## src/rtl/pwmaq_pkg.sv

```systemverilog
package pwmaq_pkg;
  localparam int NCH       = 2;
  localparam int NCMP      = 2;
  localparam int FLD_W     = 2;
  localparam int ACT_CFG_W = 12;
  localparam int FRC_W     = NCH * FLD_W;

  // field positions inside a channel action word
  localparam int ZRO_LSB = 0;
  localparam int PRD_LSB = 2;
  localparam int CA_LSB  = 4;
  localparam int CB_LSB  = 8;

  typedef enum logic [1:0] {
    ACT_NONE   = 2'b00,
    ACT_LOW    = 2'b01,
    ACT_HIGH   = 2'b10,
    ACT_TOGGLE = 2'b11
  } act_code_e;

  typedef enum logic [1:0] {
    RLD_ZERO   = 2'b00,
    RLD_PERIOD = 2'b01,
    RLD_EITHER = 2'b10,
    RLD_NOW    = 2'b11
  } reload_e;

  // tick-qualified events
  typedef struct packed {
    logic cb;
    logic ca;
    logic prd;
    logic zro;
  } evt_s;

  function automatic logic [FLD_W-1:0] get_field(
    input logic [ACT_CFG_W-1:0] cfg, input int lsb);
    return cfg[lsb +: FLD_W];
  endfunction

  // highest-priority event with a non-zero code wins
  function automatic logic [FLD_W-1:0] resolve_action(
    input evt_s ev, input logic [ACT_CFG_W-1:0] cfg);
    logic [FLD_W-1:0] zc, pc, ac, bc;
    zc = get_field(cfg, ZRO_LSB);
    pc = get_field(cfg, PRD_LSB);
    ac = get_field(cfg, CA_LSB);
    bc = get_field(cfg, CB_LSB);
    if (ev.cb && bc != ACT_NONE)       return bc;
    else if (ev.ca && ac != ACT_NONE)  return ac;
    else if (ev.prd && pc != ACT_NONE) return pc;
    else if (ev.zro && zc != ACT_NONE) return zc;
    else                               return ACT_NONE;
  endfunction

  function automatic logic apply_action(input logic cur,
                                        input logic [FLD_W-1:0] code);
    logic r;
    case (code)
      ACT_LOW:    r = 1'b0;
      ACT_HIGH:   r = 1'b1;
      ACT_TOGGLE: r = ~cur;
      default:    r = cur;
    endcase
    return r;
  endfunction

  function automatic logic force_on(input logic [FLD_W-1:0] code);
    return (code == ACT_LOW) || (code == ACT_HIGH);
  endfunction

  function automatic logic reload_due(input logic [1:0] sel, input evt_s ev,
                                      input logic tick);
    logic r;
    case (sel)
      RLD_ZERO:   r = ev.zro;
      RLD_PERIOD: r = ev.prd;
      RLD_EITHER: r = ev.zro | ev.prd;
      default:    r = tick;
    endcase
    return r;
  endfunction
endpackage

```

## src/rtl/pwmaq_event_det.sv

```systemverilog
module pwmaq_event_det
  import pwmaq_pkg::*;
#(
  parameter int CNT_W = 16
) (
  input  logic                       tick,
  input  logic [CNT_W-1:0]           cnt,
  input  logic                       cnt_up,
  input  logic                       zero_in,
  input  logic                       period_in,
  input  logic [NCMP-1:0][CNT_W-1:0] cmp_vals,
  output evt_s                       ev
);
  logic [NCMP-1:0] match;

  generate
    for (genvar i = 0; i < NCMP; i++) begin : g_cmp
      assign match[i] = tick & cnt_up & (cnt == cmp_vals[i]);
    end
  endgenerate

  always_comb begin
    ev.zro = tick & zero_in;
    ev.prd = tick & period_in;
    ev.ca  = match[0];
    ev.cb  = match[1];
  end
endmodule

```

## src/rtl/pwmaq_force_ctl.sv

```systemverilog
module pwmaq_force_ctl
  import pwmaq_pkg::*;
(
  input  logic             clk,
  input  logic             rst_n,
  input  logic             tick,
  input  evt_s             ev,
  input  logic             wr,
  input  logic [FRC_W-1:0] wdata,
  input  logic [1:0]       reload_sel,
  output logic [FRC_W-1:0] shadow,
  output logic [FRC_W-1:0] active,
  output logic [FRC_W-1:0] eff,
  output logic             load
);
  logic [FRC_W-1:0] shadow_q, active_q;

  assign load = tick & reload_due(reload_sel, ev, tick);
  assign eff  = load ? shadow_q : active_q;

  always_ff @(posedge clk) begin
    if (!rst_n) begin
      shadow_q <= '0;
      active_q <= '0;
    end else begin
      if (wr)   shadow_q <= wdata;
      if (load) active_q <= shadow_q;
    end
  end

  assign shadow = shadow_q;
  assign active = active_q;
endmodule

```

## src/rtl/pwmaq_channel.sv

```systemverilog
module pwmaq_channel
  import pwmaq_pkg::*;
(
  input  logic                 clk,
  input  logic                 rst_n,
  input  logic                 tick,
  input  evt_s                 ev,
  input  logic [ACT_CFG_W-1:0] cfg,
  input  logic [FLD_W-1:0]     force_code,
  output logic                 pin
);
  logic pin_q, pin_d;
  logic [FLD_W-1:0] act;

  assign act = resolve_action(ev, cfg);

  always_comb begin
    if (force_on(force_code)) pin_d = (force_code == ACT_HIGH);
    else                      pin_d = apply_action(pin_q, act);
  end

  always_ff @(posedge clk) begin
    if (!rst_n)    pin_q <= 1'b0;
    else if (tick) pin_q <= pin_d;
  end

  assign pin = pin_q;
endmodule

```

## src/rtl/pwm_action_qual.sv

```systemverilog
module pwm_action_qual
  import pwmaq_pkg::*;
#(
  parameter int CNT_W = 16
) (
  input  logic                 clk,
  input  logic                 rst_n,
  input  logic                 tb_tick,
  input  logic [CNT_W-1:0]     tb_cnt,
  input  logic                 tb_cnt_up,
  input  logic                 tb_zero,
  input  logic                 tb_period,
  input  logic [CNT_W-1:0]     cmp_a_val,
  input  logic [CNT_W-1:0]     cmp_b_val,
  input  logic [ACT_CFG_W-1:0] act_cfg_0,
  input  logic [ACT_CFG_W-1:0] act_cfg_1,
  input  logic                 frc_wr,
  input  logic [FRC_W-1:0]     frc_data,
  input  logic [1:0]           frc_reload,
  output logic [NCH-1:0]       pwm_out
);
  evt_s                           ev;
  logic [FRC_W-1:0]               frc_shadow, frc_active, eff_force;
  logic                           frc_load;
  logic [NCMP-1:0][CNT_W-1:0]     cmp_vals;
  logic [NCH-1:0][ACT_CFG_W-1:0]  cfg_vec;

  assign cmp_vals = {cmp_b_val, cmp_a_val};
  assign cfg_vec  = {act_cfg_1, act_cfg_0};

  pwmaq_event_det #(.CNT_W(CNT_W)) u_evt (
    .tick      (tb_tick),
    .cnt       (tb_cnt),
    .cnt_up    (tb_cnt_up),
    .zero_in   (tb_zero),
    .period_in (tb_period),
    .cmp_vals  (cmp_vals),
    .ev        (ev)
  );

  pwmaq_force_ctl u_frc (
    .clk        (clk),
    .rst_n      (rst_n),
    .tick       (tb_tick),
    .ev         (ev),
    .wr         (frc_wr),
    .wdata      (frc_data),
    .reload_sel (frc_reload),
    .shadow     (frc_shadow),
    .active     (frc_active),
    .eff        (eff_force),
    .load       (frc_load)
  );

  generate
    for (genvar c = 0; c < NCH; c++) begin : g_ch
      pwmaq_channel u_ch (
        .clk        (clk),
        .rst_n      (rst_n),
        .tick       (tb_tick),
        .ev         (ev),
        .cfg        (cfg_vec[c]),
        .force_code (eff_force[c*FLD_W +: FLD_W]),
        .pin        (pwm_out[c])
      );
    end
  endgenerate
endmodule

```

## config.mk

```make
export PLATFORM = sky130hd
export DESIGN_NAME = pwm_action_qual
export DESIGN_NICKNAME = d
export VERILOG_FILES = /design/src/rtl/pwmaq_pkg.sv /design/src/rtl/pwmaq_event_det.sv /design/src/rtl/pwmaq_force_ctl.sv /design/src/rtl/pwmaq_channel.sv /design/src/rtl/pwm_action_qual.sv
export SDC_FILE = /design/constraint.sdc
export NUM_CORES = 1
export LEC_CHECK = 0
export BUFFER_PORTS_ARGS = -buffer_cell sky130_fd_sc_hd__buf_2
export CAP_MARGIN = 10
export CELL_PAD_IN_SITES_DETAIL_PLACEMENT = 1
export CELL_PAD_IN_SITES_GLOBAL_PLACEMENT = 1
export CORE_MARGIN = 4
export CORE_UTILIZATION = 24
export CTS_BUF_LIST = sky130_fd_sc_hd__clkbuf_16
export DETAILED_ROUTE_END_ITERATION = 7
export PLACE_DENSITY = 0.78
export SYNTH_ARGS = -nofsm -noshare
export SYNTH_HDL_FRONTEND = slang
export SYNTH_SLANG_ARGS = --single-unit
```

## constraint.sdc

```tcl
create_clock -name clk -period 2.4 [get_ports clk]
set_clock_uncertainty 0.2 [all_clocks]
set_input_delay 0.24 -clock clk [delete_from_list [all_inputs] [get_ports clk]]
set_output_delay 0.24 -clock clk [all_outputs]
set_load 0.01 [all_outputs]
```

==> qor.csv, run 1 <==
metric,value,unit
All-Layer GR Usage,13.5,%
row cnt,24,
failing checks,negative setup slack,
chip height,75.8,um
dpl hpwl,3300,um
Layout area overhead,76.2,%
share of the synthesized area in the top cell type,19.1,%
sequential-to-total area share from yosys stat,18.2,%
P per Cell Area,367,nW/um^2
clk sink count,10,
total core area,4410,sq um
CP bufs+invs,2,
ratio of cells with drive above 1 in the final layout,52.6,%
hold buffers post-CTS,0,
Crit. End Element,register,
fmax,405,MHz
largest net degree at the start of global routing,11,
Die W,75.8,um
Yosys top cell by area,xor2_1,
via count,1334,
Worst-Margin Slew,0.765,ns
cell with the most instances after synthesis,xor2_1,
Ys Warns,0,
top_reg_cell synth,dfxtp_1,
Critical Path RT,2.36,ns
status,finished with violations,
global-route wire length before repair,5970,um
global routing usage on met3,2.51,%
RSZ-0062 raised after global routing,yes,
CTS max path bufs,2,
effective utilization at floorplan,25.0,%
met1 usage,13.4,%
Worst-path clk slew,0.04,ns
synthesized area per cell,8.23,sq um
Design Power,0.713,mW
CP Class,input pin to register,
Final Util,44.0,%
CTS tree,done,
#FFs+latches synth,10,
CP Max Fanout,3,
Initial DRC Count,31,
worst min-delay path class,input pin to register,
remaining global-route overflow,0,
max-slew violations,0,
final setup vio count,2,
DR WL/cell,14.3,um
vias per inst,4.66,
slew margin rel.,48.2,%
type of origin of the critical path,input pin,
Max IR drop VDD,0.181,mV
"slowest stage delay, CP",0.27,ns
Post-DRT Antenna Nets,0,
critical-path cell list,buf_6 > xor2_1 > nor4_2 > buf_4 > and3_4 > nand3_4 > a22o_1 > a22o_2 > ha_4 > nor2_1 > nand2_1 > nand2_1 > a211o_1 > a21boi_1,
Synth area leaders,"xor2_1 (19%), dfxtp_1 (18%), ha_1 (6.8%)",
"Data arrival, critical path",2.43,ns
most numerous cell on the critical path,nand2_1,
top cells by instance count after synthesis,"xor2_1 (24), nand2_1 (15), dfxtp_1 (10)",
"delay-heaviest family, CP",compound AO/OA/AOI/OAI gates,
Mapped Cells,134,
Lkg Pwr,0.941,nW
Max Cap Viol,0,
Setup WS pre-CTS,-0.414,ns
met2 Use GR,28.0,%
CP max stage cell,nor4_2,
IO Pins,87,
final worst slack,-0.0705,ns
count of cell types in the netlist,30,
later-pin clock latency in the skew report,0.23,ns
initial antenna violation count,0,
crit path time final,2.47,ns
Mapped Nets,225,
asr flop ratio synth,0,%
Post-Syn Area,1100,sq um
Tcrit/Tclk final,103,%
Final Instance Area,1940,sq um
vias in the first global route,1415,
total placed instance area,1670,sq um
Post-synth EDFFs,0,
GPL Wtd Cong,0.796,
DR DRC count,0,
H-tree depth,1,
busiest grt layer,met2,
fin nets,327,
Fin. Hold Viols,0,
CTS root buf,clkbuf_16,
Die ar.,5740,sq um
setup TNS,-0.0973,ns
Post-Route WL,4090,um
drt pass-1 iters,3,
clock buffer count from CTS,3,
Antenna Diode Count,0,
IO buf count,78,
## report_power, final
group | switching (mW) | total [mW] | internal [mW] | leakage, nW
Combinational | 0.116 | 0.251 | 0.135 | 0.823
Clock | 0.0671 | 0.282 | 0.215 | 0.0370
Sequential | 0.00395 | 0.179 | 0.175 | 0.0817
## cells by family (layout without fill, tap and decap cells)
group | after synthesis | in the layout | synth area share (%)
AOI/OAI and AO/OA | 23 | 23 | 15.4
and+or+nand+nor | 50 | 50 | 24.3
adders and majority gates | 6 | 6 | 6.81
buffers and inverters | 5 | 105 | 2.38
muxes | 8 | 8 | 7.49
xor gates and xnor gates | 32 | 32 | 25.4
DFF | 10 | 10 | 18.2
## sequential cells by signal, summed over array words and instances (netlist names)
| name | cells |
|---|---|
| u_frc.shadow | 4 |
| g_ch.u_ch.pin | 2 |
| u_frc.active | 4 |
## worst min-delay path, stage by stage
cell and delay (ns):
buf_2 0.07, mux2i_1 0.06, nor2b_1 0.09
## stage by stage
stage	std cells	hold slack (ns)
after floorplan	134	0.162
after global placement	279	0.279
after detailed placement	279	0.292
after CTS	285	0.0712
after global routing	286	0.0977
final	286	0.0702
## layout make-up
type | instances | area, sq um
multi-input cells | 119 | 1010
repair buffers | 100 | 587
well taps | 52 | 65.1
clock buffers | 3 | 75.1
fillers | 542 | 2470
flip-flops and latches | 10 | 200
inverters | 2 | 7.51
## layout by cell type, fill, tap and decap left out, types with 4 or more instances in the layout
cell type,synthesis,routed
nor2b_1,7,7
nor2_1,5,5
nor4_2,0,4
ha_1,6,4
xor2_1,24,23
nand2_1,15,14
a21boi_0,6,4
xnor2_1,8,8
buf_6,0,5
nand3_1,7,5
mux2i_1,6,6
a21oi_1,4,4
dfxtp_1,10,10
buf_4,2,22
buf_2,0,73
## layer usage
| metal | wire length (um) | up-vias |
|---|---|---|
| li1 | - | 672 |
| met1 | 1360 | 608 |
| met2 | 2360 | 48 |
| met3 | 302 | 6 |
| met4 | 74 | 0 |
| met5 | 0 | - |
## worst paths after layout
kind	from	cells after the start	endpoint	slack, ns
setup reg to reg	u_frc.shadow[1]	6	g_ch[0].u_ch.pin	0.71
hold reg to reg	g_ch[1].u_ch.pin	2	g_ch[1].u_ch.pin	0.28
setup / recovery	cmp_a_val[9]	14	g_ch[0].u_ch.pin	-0.07
hold / removal	frc_data[2]	3	u_frc.shadow[2]	0.07
## what timing repair did
item | CTS | global route
setup buffers | 3 | 1
setup endpoints to repair | 2 | 2
gates resized for setup | 12 | 15
pin swaps | 7 | 14
(Power assumes the default switching activity.)
==> run 2: changes to the inputs <==
--- a/config.mk
+++ b/config.mk
@@ -16,4 +16,5 @@
 export PLACE_DENSITY = 0.78
 export SYNTH_ARGS = -nofsm -noshare
 export SYNTH_HDL_FRONTEND = slang
+export SYNTH_HIERARCHICAL = 1
 export SYNTH_SLANG_ARGS = --single-unit
==> qor.csv, run 2 <==
metric,value,unit,change
largest net degree at the start of global routing,15,,+4
worst reg2reg path depth,5,,-1
row cnt,24,,unchanged
Max IR drop VDD,0.211,mV,+16%
cell with the most instances after synthesis,xnor2_1,,
count of cell types in the netlist,32,,+6.7%
CTS root buf,clkbuf_16,,
Fin. Hold Viols,0,,unchanged
vias in the first global route,1324,,-6.4%
global-route wire length before repair,6030,um,+1.0%
RSZ-0062 raised after global routing,yes,,
Post-DRT Antenna Nets,0,,unchanged
final worst slack,-0.0479,ns,+0.0226 ns
Min Hold Slack,0.0696,ns,-0.000579 ns
All-Layer GR Usage,13.9,%,+0.32 points
fin nets,320,,-2.1%
setup TNS,-0.0479,ns,+0.0494 ns
dpl hpwl,3500,um,+6.1%
#FFs+latches synth,10,,unchanged
final setup vio count,1,,-1
via count,1308,,-1.9%
Critical Path RT,2.32,ns,-0.04 ns
Reg-to-Reg Start,u_frc/shadow[3],,
chip height,75.8,um,unchanged
later-pin clock latency in the skew report,0.23,ns,about the same
Post-synth EDFFs,0,,unchanged
fmax,409,MHz,+0.92%
vias per inst,4.65,,-0.20%
CP Class,input pin to register,,
top cells by instance count after synthesis,"xnor2_1 (24), nand2_1 (20), dfxtp_1 (10)",,
ratio of cells with drive above 1 in the final layout,48.5,%,-4.1 points
CP bufs+invs,1,,-1
total core area,4410,sq um,unchanged
worst min-delay path class,input pin to register,,
Lkg Pwr,0.821,nW,-13%
DR WL/cell,13.7,um,-4.2%
Mapped Cells,135,,+0.75%
IO buf count,78,,unchanged
Filler cells,572,,+5.5%
Antenna Diode Count,0,,unchanged
"Data arrival, critical path",2.37,ns,-0.06 ns
Max Cap Viol,0,,unchanged
failing checks,negative setup slack,,
initial antenna violation count,0,,unchanged
hold path startpoint,frc_data[2],,
busiest grt layer,met2,,
Initial DRC Count,49,,+58%
effective utilization at floorplan,25.0,%,unchanged
type of origin of the critical path,input pin,,
post-CTS setup buffer count,0,,-3
drt pass-1 iters,4,,+1
status,finished with violations,,
area of the multi-input gates,907,sq um,-9.9%
max-slew violations,0,,unchanged
hold buffers post-CTS,0,,unchanged
P per Cell Area,393,nW/um^2,+7.0%
Die W,75.8,um,unchanged
most frequent cells in the layout,"buf_2 (78), xnor2_1 (24), nand2_1 (20)",,
Crit Reg-Reg Endpoint,g_ch[1].u_ch/pin,,
clock buffer count from CTS,3,,unchanged
crit path time final,2.45,ns,-0.0226 ns
Final Instance Area,1770,sq um,-9.1%
H-tree depth,1,,unchanged
clk sink count,10,,unchanged
total placed instance area,1670,sq um,unchanged
IO Pins,87,,unchanged
Design Power,0.694,mW,-2.7%
Post-Syn Area,1100,sq um,unchanged
Post-Route WL,3850,um,-5.9%
CTS max path bufs,2,,unchanged
CTS tree,done,,
asr flop ratio synth,0,%,unchanged
Worst-path clk slew,0.04,ns,about the same
CP max stage cell,nor4_1,,
Ys Warns,6,,+6
Mapped Nets,224,,-0.44%
hold endpoint,u_frc/shadow[2],,
GPL Wtd Cong,0.820,,+2.9%
Layout area overhead,60.2,%,
met2 Use GR,27.0,%,-1.0 points
WHS Path Cells,3,,unchanged
Worst-Margin Slew,0.292,ns,-0.473 ns
Die ar.,5740,sq um,unchanged
sequential-to-total area share from yosys stat,18.2,%,unchanged
Tcrit/Tclk final,102,%,-0.94 points
slew margin rel.,80.4,%,+32 points
Crit. End Element,register,,
share of the synthesized area in the top cell type,19.1,%,unchanged
met1 usage,15.8,%,+2.4 points
DR DRC count,0,,unchanged
"most common cell after layout, fill and taps aside",buf_2,,
Synth area leaders,"xnor2_1 (19%), dfxtp_1 (18%), mux2i_1 (8.2%)",,
Yosys top cell by area,xnor2_1,,
Sequential Area,200,sq um,unchanged
synthesized area per cell,8.17,sq um,-0.74%
CP Max Fanout,3,,unchanged
global routing usage on met3,1.85,%,-0.66 points
"delay-heaviest family, CP",simple AND/OR/NAND/NOR gates,,
top_reg_cell synth,dfxtp_1,,
critical-path cell list,buf_2 > xor2_1 > nor4_1 > nand4_1 > nor4_4 > o21ai_2 > nand3_1 > nand3_2 > o22a_1 > ha_2 > nand3b_1 > nand2_1 > a211oi_2 > o21a_1,,
R2R Setup Slk,0.73,ns,+0.02 ns
remaining global-route overflow,0,,unchanged
"slowest stage delay, CP",0.27,ns,about the same
==> run 2: area by class of cell <==
class	count	area share, %
multi-input cells	119	51.4
inverters	4	0.850
well taps	52	3.69
repair buffers	93	28.5
clock buffers	3	4.25
flip-flops and latches	10	11.3
==> run 2: worst max-delay path by stage <==
stage                                   to  slack, ns  cells past startpoint    startpoint
final                     g_ch[0].u_ch/pin      -0.05                     14  cmp_a_val[2]
after global routing      g_ch[0].u_ch/pin      -0.28                     13  cmp_a_val[2]
after CTS                 g_ch[0].u_ch/pin      -0.06                     14  cmp_a_val[2]
after detailed placement  g_ch[0].u_ch/pin      -0.34                     14     tb_cnt[9]
after global placement    g_ch[0].u_ch/pin      -0.25                     14  cmp_a_val[2]
after floorplan           g_ch[0].u_ch/pin      0.005                     13  cmp_a_val[5]
==> run 2: repair_timing <==
action,CTS,global route
gates resized for setup,3,0
pin swaps,0,0
setup endpoints to repair,1,1
gates cloned,0,0
==> run 2: logic make-up after synthesis <==
| logic type | Yosys count | share of synthesized area (%) |
|---|---|---|
| multiplexers | 13 | 12.3 |
| AND/OR/NAND/NOR | 47 | 22.5 |
| buffers and inverters | 6 | 2.04 |
| adder cells (fa/ha/maj) | 4 | 4.54 |
| AO/OA/AOI/OAI | 23 | 15.1 |
| XOR/XNOR | 32 | 25.4 |
| flip-flops | 10 | 18.2 |
==> run 2: power by group <==
group | total [mW] | internal [mW] | switching, mW
combinational | 0.227 | 0.125 | 0.101
sequential | 0.180 | 0.175 | 0.00514
clock | 0.287 | 0.215 | 0.0711
total | 0.694 | 0.516 | 0.177
==> run 2: worst min-delay path: cells and delay by family <==
kind,cells,cell delay [ns]
muxes,1,0.06
buffers and inverters,1,0.07
and+or+nand+nor,1,0.09
==> run 2: stage by stage <==
| step | utilization [%] | setup WS, ns | instances |
|---|---|---|---|
| after floorplan | - | 0.00456 | 135 |
| after global placement | 37.9 | -0.247 | 278 |
| after detailed placement | 37.9 | -0.342 | 278 |
| after CTS | 40.0 | -0.0620 | 281 |
| after global routing | 40.0 | -0.277 | 281 |
| final | 40.0 | -0.0479 | 281 |
==> run 2: routing by layer <==
layer  wire length, um  vias up  part of all wire (%)
li1                  -      670                     -
met1              1540      602                    40
met2              2090       34                    54
met3               189        2                   4.9
met4                27        0                  0.70
met5                 0        -                     0
==> run 3: changes to the inputs <==
--- a/config.mk
+++ b/config.mk
@@ -10,10 +10,10 @@
 export CELL_PAD_IN_SITES_DETAIL_PLACEMENT = 1
 export CELL_PAD_IN_SITES_GLOBAL_PLACEMENT = 1
 export CORE_MARGIN = 4
-export CORE_UTILIZATION = 24
+export CORE_UTILIZATION = 28
 export CTS_BUF_LIST = sky130_fd_sc_hd__clkbuf_16
 export DETAILED_ROUTE_END_ITERATION = 7
-export PLACE_DENSITY = 0.78
+export PLACE_DENSITY = 0.86
 export SYNTH_ARGS = -nofsm -noshare
 export SYNTH_HDL_FRONTEND = slang
 export SYNTH_HIERARCHICAL = 1
==> constraint.sdc (replaced) <==
create_clock -name clk -period 3 [get_ports clk]
set_clock_uncertainty 0.2 [all_clocks]
set_input_delay 0.3 -clock clk [delete_from_list [all_inputs] [get_ports clk]]
set_output_delay 0.3 -clock clk [all_outputs]
set_load 0.01 [all_outputs]
==> qor.csv, run 3 (synthesized netlist as in run 2, its figures left out) <==
metric,value,unit,change
"Data arrival, critical path",2.66,ns,+0.29 ns
worst reg2reg path depth,5,,unchanged
Design Power,0.551,mW,-21%
Antenna Diode Count,0,,unchanged
"slowest stage delay, CP",0.36,ns,+0.09 ns
Setup WS pre-CTS,-0.00815,ns,+0.334 ns
total core area,3740,sq um,-15%
final worst slack,0.323,ns,+0.370 ns
"delay-heaviest family, CP",simple AND/OR/NAND/NOR gates,,
Die ar.,5000,sq um,-13%
R2R Setup Slk,1.32,ns,+0.59 ns
Lkg Pwr,0.747,nW,-9.0%
slew margin rel.,74.3,%,-6.1 points
GPL Wtd Cong,0.729,,-11%
final setup vio count,0,,-1
status,"complete, no violations",,
Post-Route WL,3630,um,-5.8%
clk sink count,10,,unchanged
CP Class,input pin to register,,
initial antenna violation count,0,,unchanged
Fin. Hold Viols,0,,unchanged
CP max stage cell,nor4_2,,
Layout area overhead,48.8,%,
most numerous cell on the critical path,nand2_1,,
placed insts,260,,-6.5%
most frequent cells in the layout,"buf_2 (78), xnor2_1 (24), nand2_1 (20)",,
IO buf count,78,,unchanged
CTS tree,done,,
Max IR drop VDD,0.131,mV,-38%
row cnt,22,,-8.3%
Post-Layout Cell Count,264,,-6.0%
RSZ-0062 raised after global routing,no,,
All-Layer GR Usage,14.5,%,+0.59 points
IO Pins,87,,unchanged
effective utilization at floorplan,29.4,%,+4.5 points
chip height,70.7,um,-6.6%
WHS Path Cells,3,,unchanged
P per Cell Area,336,nW/um^2,-15%
H-tree depth,1,,unchanged
drt pass-1 iters,2,,-2
CTS root buf,clkbuf_16,,
critical-path cell list,buf_2 > xor2_1 > nor4_1 > nand4_1 > nor4_2 > o21ai_2 > nand2_1 > a31oi_1 > o21ai_0 > ha_1 > nand3b_1 > nand2_1 > a211oi_1 > o21a_1,,
hold buffers post-CTS,0,,unchanged
via count,1291,,-1.3%
worst min-delay path class,input pin to register,,
Die W,70.7,um,-6.6%
Critical Path RT,2.99,ns,+0.67 ns
Initial DRC Count,27,,-45%
hold path startpoint,frc_data[2],,
"most common cell after layout, fill and taps aside",buf_2,,
CP bufs+invs,1,,unchanged
vias per inst,4.89,,+5.1%
Post-DRT Antenna Nets,0,,unchanged
Max Cap Viol,0,,unchanged
DR DRC count,0,,unchanged
fin nets,306,,-4.4%
Crit. End Element,register,,
max-slew violations,0,,unchanged
vias in the first global route,1389,,+4.9%
hold endpoint,u_frc/shadow[2],,
type of origin of the critical path,input pin,,
largest net degree at the start of global routing,15,,unchanged
Worst-path clk slew,0.04,ns,about the same
Tcrit/Tclk final,89.2,%,
DR WL/cell,13.7,um,+0.30%
CP Depth,14,,unchanged
clock buffer count from CTS,3,,unchanged
CP Max Fanout,3,,unchanged
global-route wire length before repair,5840,um,-3.2%
Crit Reg-Reg Endpoint,g_ch[1].u_ch/pin,,
dpl hpwl,3280,um,-6.4%
Worst-Margin Slew,0.382,ns,+0.0902 ns
remaining global-route overflow,0,,unchanged
Final Instance Area,1640,sq um,-7.1%
later-pin clock latency in the skew report,0.24,ns,about the same
ratio of cells with drive above 1 in the final layout,43.1,%,-5.4 points
total placed instance area,1550,sq um,-7.2%
fmax,373,MHz,
crit path time final,2.68,ns,
CTS max path bufs,2,,unchanged
Reg-to-Reg Start,u_frc/shadow[3],,
[run 3: area by class of cell]
| type | count | area (sq um) |
|---|---|---|
| clock buffer | 3 | 75.1 |
| clock inverter | 1 | 3.75 |
| inverter | 4 | 15.0 |
| fill | 490 | 2100 |
| tap | 48 | 60.1 |
| multi-input combinational | 119 | 888 |
| timing repair buffer | 79 | 398 |
| sequential | 10 | 200 |
[run 3: how the worst max path moves through the flow]
stage / startpoint / slack (ns) / end
after floorplan: cmp_a_val[11] / 0.33 / g_ch[0].u_ch/pin
after global placement: tb_cnt[9] / 0.08 / g_ch[0].u_ch/pin
after detailed placement: tb_cnt[4] / -0.008 / g_ch[0].u_ch/pin
after CTS: tb_cnt[4] / 0.23 / g_ch[0].u_ch/pin
after global routing: tb_cnt[9] / 0.01 / g_ch[0].u_ch/pin
final: cmp_a_val[11] / 0.32 / g_ch[0].u_ch/pin
[run 3: repair_timing]
action | CTS | global route
buffers inserted | 0 | 0
endpoints found under the setup margin | 0 | 1
resized for setup | 0 | 1
[run 3: through the flow]
step	utilization (%)	hold slack, ns	TNS, ns
3_3_place_gp	41.5	0.243	0
5_1_grt	43.8	0.152	0
2_1_floorplan	-	0.218	0
4_1_cts	43.6	0.124	0
3_5_place_dp	41.5	0.252	-0.00815
6_report	43.8	0.125	0
[run 3: where the power goes]
group / switching, mW / internal (mW) / total, mW
logic: 0.0752 / 0.0886 / 0.164
clock network: 0.0672 / 0.175 / 0.242
registers: 0.00455 / 0.140 / 0.145
[run 3: worst register-to-register path, cell delays in order (launching register included)]
cell	delay, ns
dfxtp_1	0.32
mux2_2	0.27
ha_1	0.31
o2111ai_1	0.12
a41o_1	0.22
o211a_1	0.12
[run 3: layer usage]
layer	GRT usage (%)	share of wire (%)	vias up	routed length [um]
met3	5.82	12	5	428
met5	0	0	-	0
li1	-	-	646	-
met1	14.3	36	576	1310
met2	27.1	51	64	1840
met4	5.01	1.4	0	49
